==> config.mk <==
export PLATFORM = sky130hd
export DESIGN_NAME = mcs_sequencer
export DESIGN_NICKNAME = d
export VERILOG_FILES = /design/src/rtl/mcs_pkg.sv /design/src/rtl/mcs_phase_ctr.sv /design/src/rtl/mcs_instr_track.sv /design/src/rtl/mcs_strobe_gen.sv /design/src/rtl/mcs_sequencer.sv
export SDC_FILE = /design/constraint.sdc
export NUM_CORES = 1
export LEC_CHECK = 0
export ABC_AREA = 0
export BUFFER_PORTS_ARGS = -buffer_cell sky130_fd_sc_hd__buf_2
export CORE_MARGIN = 4
export CORE_UTILIZATION = 25
export CTS_CLUSTER_DIAMETER = 30
export CTS_CLUSTER_SIZE = 12
export DETAILED_ROUTE_END_ITERATION = 10
export GPL_TIMING_DRIVEN = 0
export PLACE_DENSITY = 0.46
export RECOVER_POWER = 50
export SLEW_MARGIN = 25
export SYNTH_ARGS = -nofsm -noshare
export SYNTH_HDL_FRONTEND = slang
export SYNTH_HIERARCHICAL = 1
export SYNTH_SLANG_ARGS = --single-unit
==> constraint.sdc <==
create_clock -name clk -period 1.9 [get_ports clk]
set_input_delay 0.38 -clock clk [delete_from_list [all_inputs] [get_ports clk]]
set_output_delay 0.38 -clock clk [all_outputs]
set_load 0.02 [all_outputs]
==> src/rtl/mcs_pkg.sv <==
package mcs_pkg;

    localparam int NUM_STATES   = 6;
    localparam int SLOTS        = 2 * NUM_STATES;
    localparam int MAX_CYCLES   = 4;
    localparam int CYC_W        = $clog2(MAX_CYCLES);

    // slots whose placement is behaviour
    localparam int SLOT_OPCODE  = 1;   // S1P2
    localparam int SLOT_BYTE2   = 7;   // S4P2
    localparam int STATE_FETCH_A = 0;  // S1
    localparam int STATE_FETCH_B = 3;  // S4

    typedef enum logic [1:0] {
        CYC_ONE  = 2'd0,
        CYC_TWO  = 2'd1,
        CYC_FOUR = 2'd2,
        CYC_RSV  = 2'd3
    } cyc_code_e;

    typedef struct packed {
        logic      two_byte;
        cyc_code_e cycles;
        logic      xdata;
    } instr_class_t;

    typedef struct packed {
        logic ale;
        logic code_fetch;
        logic xdata_strobe;
        logic opcode_latch;
        logic byte2_latch;
        logic pc_inc;
    } strobes_t;

    function automatic logic [CYC_W-1:0] cycles_minus_one(input cyc_code_e c);
        case (c)
            CYC_TWO:  return CYC_W'(1);
            CYC_FOUR: return CYC_W'(3);
            default:  return '0;
        endcase
    endfunction

    function automatic logic in_ale_window(input int s);
        return (s == 1) || (s == 2) || (s == 7) || (s == 8);
    endfunction

    function automatic logic in_fetch_window(input int s);
        return ((s / 2) == STATE_FETCH_A) || ((s / 2) == STATE_FETCH_B);
    endfunction

endpackage

==> src/rtl/mcs_phase_ctr.sv <==
module mcs_phase_ctr #(
    parameter int NUM_STATES = mcs_pkg::NUM_STATES,
    localparam int SLOTS     = 2 * NUM_STATES,
    localparam int SLOT_W    = $clog2(SLOTS),
    localparam int STATE_W   = $clog2(NUM_STATES)
) (
    input  logic               clk,
    input  logic               rst,
    output logic [SLOT_W-1:0]  slot,
    output logic [STATE_W-1:0] state_num,
    output logic               phase_two,
    output logic               cycle_end
);

    localparam logic [SLOT_W-1:0] LAST = SLOT_W'(SLOTS - 1);

    always_ff @(posedge clk) begin
        if (rst)
            slot <= '0;
        else if (slot == LAST)
            slot <= '0;
        else
            slot <= slot + SLOT_W'(1);
    end

    assign state_num = STATE_W'(slot >> 1);
    assign phase_two = slot[0];
    assign cycle_end = (slot == LAST);

    a_r2_slot_step: assert property (@(posedge clk) disable iff (rst)
        (slot != LAST) |=> (slot == $past(slot) + SLOT_W'(1)));

    a_r2_slot_wrap: assert property (@(posedge clk) disable iff (rst)
        cycle_end |=> (slot == '0));

endmodule

==> src/rtl/mcs_instr_track.sv <==
module mcs_instr_track
    import mcs_pkg::*;
#(
    parameter int MAX_CYC = mcs_pkg::MAX_CYCLES,
    localparam int CNT_W  = $clog2(MAX_CYC)
) (
    input  logic             clk,
    input  logic             rst,
    input  logic             load,
    input  logic             cycle_end,
    input  instr_class_t     dec_class,
    output logic             cls_two_byte,
    output logic             cls_xdata,
    output logic [CNT_W-1:0] cyc_idx,
    output logic             instr_done
);

    logic [CNT_W-1:0] remaining;

    always_ff @(posedge clk) begin
        if (rst) begin
            cls_two_byte <= 1'b0;
            cls_xdata    <= 1'b0;
            remaining    <= '0;
        end else if (load) begin
            cls_two_byte <= dec_class.two_byte;
            cls_xdata    <= dec_class.xdata;
            remaining    <= CNT_W'(cycles_minus_one(dec_class.cycles));
        end else if (cycle_end && (remaining != '0)) begin
            remaining    <= remaining - CNT_W'(1);
        end
    end

    assign instr_done = cycle_end && (remaining == '0);

    always_ff @(posedge clk) begin
        if (rst)
            cyc_idx <= '0;
        else if (instr_done)
            cyc_idx <= '0;
        else if (cycle_end)
            cyc_idx <= cyc_idx + CNT_W'(1);
    end

    a_r8_done_restart: assert property (@(posedge clk) disable iff (rst)
        instr_done |=> (cyc_idx == '0));

    a_r9_count_down: assert property (@(posedge clk) disable iff (rst)
        (cycle_end && (remaining != '0)) |=> (remaining == $past(remaining) - CNT_W'(1)));

    a_r11_idx_step: assert property (@(posedge clk) disable iff (rst)
        (cycle_end && !instr_done) |=> (cyc_idx == $past(cyc_idx) + CNT_W'(1)));

endmodule

==> src/rtl/mcs_strobe_gen.sv <==
module mcs_strobe_gen
    import mcs_pkg::*;
#(
    parameter int SLOT_W = 4,
    parameter int CNT_W  = 2
) (
    input  logic              clk,
    input  logic              rst,
    input  logic [SLOT_W-1:0] slot,
    input  logic [CNT_W-1:0]  cyc_idx,
    input  logic              cls_two_byte,
    input  logic              cls_xdata,
    output strobes_t          stb
);

    logic first_cycle;
    logic suppressed;
    logic fetch_win;

    assign first_cycle = (cyc_idx == '0);
    assign suppressed  = cls_xdata && (cyc_idx == CNT_W'(1));
    assign fetch_win   = in_fetch_window(int'(slot));

    always_comb begin
        stb              = '0;
        stb.ale          = in_ale_window(int'(slot));
        stb.code_fetch   = fetch_win && !suppressed;
        stb.xdata_strobe = fetch_win && suppressed;
        stb.opcode_latch = first_cycle && (int'(slot) == SLOT_OPCODE);
        stb.byte2_latch  = first_cycle && cls_two_byte && (int'(slot) == SLOT_BYTE2);
        stb.pc_inc       = stb.opcode_latch || stb.byte2_latch;
    end

    a_r4_fetch_exclusive: assert property (@(posedge clk) disable iff (rst)
        !(stb.code_fetch && stb.xdata_strobe));

    a_r10_xdata_second_only: assert property (@(posedge clk) disable iff (rst)
        stb.xdata_strobe |-> (cyc_idx == CNT_W'(1)));

    a_r6_byte2_advances_pc: assert property (@(posedge clk) disable iff (rst)
        stb.byte2_latch |-> stb.pc_inc);

endmodule

==> src/rtl/mcs_sequencer.sv <==
module mcs_sequencer
    import mcs_pkg::*;
#(
    parameter int NUM_ST  = mcs_pkg::NUM_STATES,
    parameter int MAX_CYC = mcs_pkg::MAX_CYCLES,
    localparam int SLOT_W  = $clog2(2 * NUM_ST),
    localparam int STATE_W = $clog2(NUM_ST),
    localparam int CNT_W   = $clog2(MAX_CYC)
) (
    input  logic               clk,
    input  logic               rst,
    input  logic               dec_two_byte,
    input  logic [1:0]         dec_cycles,
    input  logic               dec_xdata,
    output logic [STATE_W-1:0] state_num,
    output logic               phase_two,
    output logic [CNT_W-1:0]   cycle_idx,
    output logic               ale,
    output logic               code_fetch,
    output logic               xdata_strobe,
    output logic               opcode_latch,
    output logic               byte2_latch,
    output logic               pc_inc,
    output logic               done
);

    logic [SLOT_W-1:0] slot;
    logic              cycle_end;
    logic              cls_two_byte;
    logic              cls_xdata;
    instr_class_t      dec_class;
    strobes_t          stb;

    assign dec_class.two_byte = dec_two_byte;
    assign dec_class.cycles   = cyc_code_e'(dec_cycles);
    assign dec_class.xdata    = dec_xdata;

    mcs_phase_ctr #(.NUM_STATES(NUM_ST)) u_phase (
        .clk       (clk),
        .rst       (rst),
        .slot      (slot),
        .state_num (state_num),
        .phase_two (phase_two),
        .cycle_end (cycle_end)
    );

    mcs_instr_track #(.MAX_CYC(MAX_CYC)) u_track (
        .clk          (clk),
        .rst          (rst),
        .load         (stb.opcode_latch),
        .cycle_end    (cycle_end),
        .dec_class    (dec_class),
        .cls_two_byte (cls_two_byte),
        .cls_xdata    (cls_xdata),
        .cyc_idx      (cycle_idx),
        .instr_done   (done)
    );

    mcs_strobe_gen #(.SLOT_W(SLOT_W), .CNT_W(CNT_W)) u_strobe (
        .clk          (clk),
        .rst          (rst),
        .slot         (slot),
        .cyc_idx      (cycle_idx),
        .cls_two_byte (cls_two_byte),
        .cls_xdata    (cls_xdata),
        .stb          (stb)
    );

    assign ale          = stb.ale;
    assign code_fetch   = stb.code_fetch;
    assign xdata_strobe = stb.xdata_strobe;
    assign opcode_latch = stb.opcode_latch;
    assign byte2_latch  = stb.byte2_latch;
    assign pc_inc       = stb.pc_inc;

    // input assumption: decoder gives a legal class for external data access
    a_r10_dec_legal: assert property (@(posedge clk) disable iff (rst)
        (opcode_latch && dec_xdata) |-> (dec_cycles == 2'd1 && !dec_two_byte));

    a_r3_ale_rises_in_phase_two: assert property (@(posedge clk) disable iff (rst)
        $rose(ale) |-> phase_two);

    a_r5_latch_under_ale: assert property (@(posedge clk) disable iff (rst)
        opcode_latch |-> (ale && code_fetch));

    a_r8_latch_after_done: assert property (@(posedge clk) disable iff (rst)
        done |=> !opcode_latch ##1 opcode_latch);

endmodule

==> out/qor.csv <==
stage,metric,value,unit
timing,relative slew slack,0.820,
synth,synthesized area,626,sq um
power_and_ir_drop,P_int,0.410,mW
critical_path,Critical Path Sink Type,output pin,
critical_path,Setup CP Type,reg -> out,
power_and_ir_drop,VDD IR-drop max,0.246,mV
critical_path,Critical Path End,opcode_latch,
timing,Hold WS,0.344,ns
power_and_ir_drop,Flop pwr share,0.414,
floorplan,Core Region,2300,sq um
critical_path,R2R Setup Slk,0.14,ns
final_layout,final std cells w/o fill,123,
critical_path,Worst EP required,1.52,ns
synth,Yosys cell types,37,
floorplan,Die H,58.0,um
final_layout,register area,215,sq um
final_layout,diodes inserted,0,
cts,CTS tree,built,
final_layout,final net count,105,
place,Final HPWL DP,979,um
cts,hold_buf cts,0,
timing,final setup violating endpoints,0,
cts,Num CTS Buffers,3,
timing,final hold viol count,0,
power_and_ir_drop,combinational power share,0.248,
power_and_ir_drop,Static Leak,0.391,nW
power_and_ir_drop,Clk pwr share,0.337,
synth,register area share after synthesis,0.320,
synth,"Warnings, synthesis",6,
critical_path,Worst Setup Start Kind,flop,
route,drt first pass iters,4,
global_routing,antenna violations before repair,0,
global_routing,pin count of the biggest net entering global routing,14,
cts,Worst-path clk slew,0.07,ns
global_routing,gr usage total,0.0860,
critical_path,crit path max fanout,5,
synth,Synth area leaders,"dfxtp_1, ha_1, buf_4, nor2_1, a21oi_1",
power_and_ir_drop,PwrDens,648,nW/um^2
global_routing,vias in the first global route,482,
power_and_ir_drop,Power Total,0.571,mW
cts,Clock Latency Late Sink,0.27,ns
final_layout,most frequent cells in the layout,"buf_2, buf_4, dfxtp_1",
synth,post-synth top area cell,dfxtp_1,
critical_path,critical path launch point,u_phase/slot[0],
route,Post-Route WL,1440,um
place,I/O Buffers,18,
final_layout,area of the multi-input gates,398,sq um
route,Initial DRC Count,20,
floorplan,Die ar.,3370,sq um
floorplan,DIE WIDTH,58.0,um
cts,CTS H-tree lvls,1,
cts,CTS Root Cell,clkbuf_4,
run_status,outcome,"finished, final reports clean",
critical_path,r2r worst-path depth,7,
global_routing,global-route wire length before repair,2210,um
final_layout,Area Growth Syn to Fin,40.8,%
timing,setup TNS,0,ns
synth,Yosys top cell area share,0.320,
critical_path,RR Startpoint,u_phase/slot[0],
timing,slew at the pin closest to its max-slew limit,0.267,ns
global_routing,grt ovf,0,
place,placed cells,113,
job,MaxCap Viol Count,0,
cts,clock sink count,10,
timing,clk_skew,0.00562,ns
cts,clk buf depth,2,
synth,"FF+latch count, synth",10,
floorplan,Ports,19,
power_and_ir_drop,Switching Power,0.161,mW
timing,f_max,0.531,GHz
final_layout,share of layout cells above drive strength 1,0.526,
route,Final ANT Viol Nets,0,
final_layout,"commonest non-fill, non-tap cell in the layout",buf_2,
place,Placer Congestion,0.693,
timing,pins over their slew limit,0,
critical_path,Crit path arrival time,1.50,ns
route,Avg WL per Cell,11.7,um
route,Vias/cell,4.77,
synth,Mean Syn Cell Area,9.34,sq um
floorplan,Placement Rows,17,
power_and_ir_drop,switching share of power,0.282,
timing,RSZ-0062 raised after global routing,true,
route,via count,587,
timing,crit share post-route,0.991,
synth,Syn Inst Count,67,
synth,synthesized net count,76,
critical_path,reg2reg end,u_track/cls_two_byte,
hold_path,Hold Crit Class,in -> reg,
timing,Final min period,1.88,ns
floorplan,Starting Density,0.272,
route,# DRC,0,
final_layout,Fillers,247,
critical path: stages (launching register included):
cell	delay (ns)
dfxtp_4	0.37
buf_6	0.10
or4b_4	0.50
nor2_4	0.15
buf_6	0.12
how the worst min path moves through the flow:
stage	from	endpoint	slack, ns	depth (start not counted)
final	dec_xdata	u_track/cls_xdata	0.34	3
after global routing	dec_two_byte	u_track/cls_two_byte	0.34	3
after CTS	dec_xdata	u_track/cls_xdata	0.34	3
after detailed placement	u_phase/slot[0]	u_phase/slot[0]	0.47	1
after global placement	u_phase/slot[0]	u_phase/slot[0]	0.47	1
after floorplan	rst	u_phase/slot[2]	0.45	1
timing repair:
item                       in CTS  in global routing
cloned                          0                  0
setup endpoints to repair       6                  6
gates resized for setup         8                  9
pin swaps                       0                  1
buffers inserted                0                  6
cell families after synthesis:
family / Yosys count / synth area share
adder cells (fa/ha/maj): 3 / 0.0600
buffers and inverters: 8 / 0.0740
XOR/XNOR: 2 / 0.0280
flip-flops: 10 / 0.320
AND/OR/NAND/NOR: 30 / 0.328
multiplexers: 3 / 0.0500
AO/OA/AOI/OAI: 11 / 0.140
cell type report:
class                      count  area share
multi-input combinational     49       0.452
sequential                    10       0.244
clock buffer                   4      0.0412
tap                           28      0.0398
inverter                       3      0.0128
timing repair buffer          24       0.166
buffer                         5      0.0440
layer usage:
metal,wire [um],GRT usage,up-vias
li1,-,-,293
met1,671,0.120,268
met2,631,0.118,22
met3,112,0.0223,4
met4,28,0.0497,0
met5,0,0,-
cell usage after synthesis:
master,number
or2b_2,1
and3_1,1
inv_1,3
nand3_1,1
or3b_1,1
mux2_1,1
nand2_1,3
nor3b_2,1
or2_1,1
mux2i_1,2
a21oi_1,4
and3b_2,1
buf_4,4
and2b_1,2
or3_1,1
a31oi_1,1
and2_2,1
and4bb_2,1
o32ai_2,1
nor2_1,6
xnor2_1,2
a211o_1,1
o21ai_0,1
a221oi_1,1
nor2b_1,1
nand2b_1,1
dfxtp_1,10
ha_1,3
nand3b_1,1
or4b_4,1
nor3_1,1
or2b_1,1
nand4b_1,1
o21a_1,1
nor4b_1,2
a2111oi_2,1
buf_2,1
stage by stage:
stage,setup WS [ns],instance area (sq um),utilization
after detailed placement,0.213,754,0.328
after CTS,-0.00526,808,0.352
final,0.0176,881,0.383
after floorplan,0.106,629,-
after global placement,0.202,754,0.328
after global routing,-0.0462,881,0.383
registers in the layout, indices dropped and copies added (netlist names):
| signal | flops |
|---|---|
| u_phase/slot | 4 |
| u_track/cls_two_byte | 1 |
| u_track/cyc_idx | 2 |
| u_track/cls_xdata | 1 |
| u_track/remaining | 2 |
power groups by stage:
stage,sequential (mW),clock [mW],combinational [mW]
global route,0.239,0.212,0.157
finish,0.236,0.193,0.142
global placement,0.242,0,0.119
floorplan,0.240,0,0.0855
CTS,0.238,0.202,0.124
detailed placement,0.242,0,0.120
Note: power is estimated with default switching activity, not from simulation.
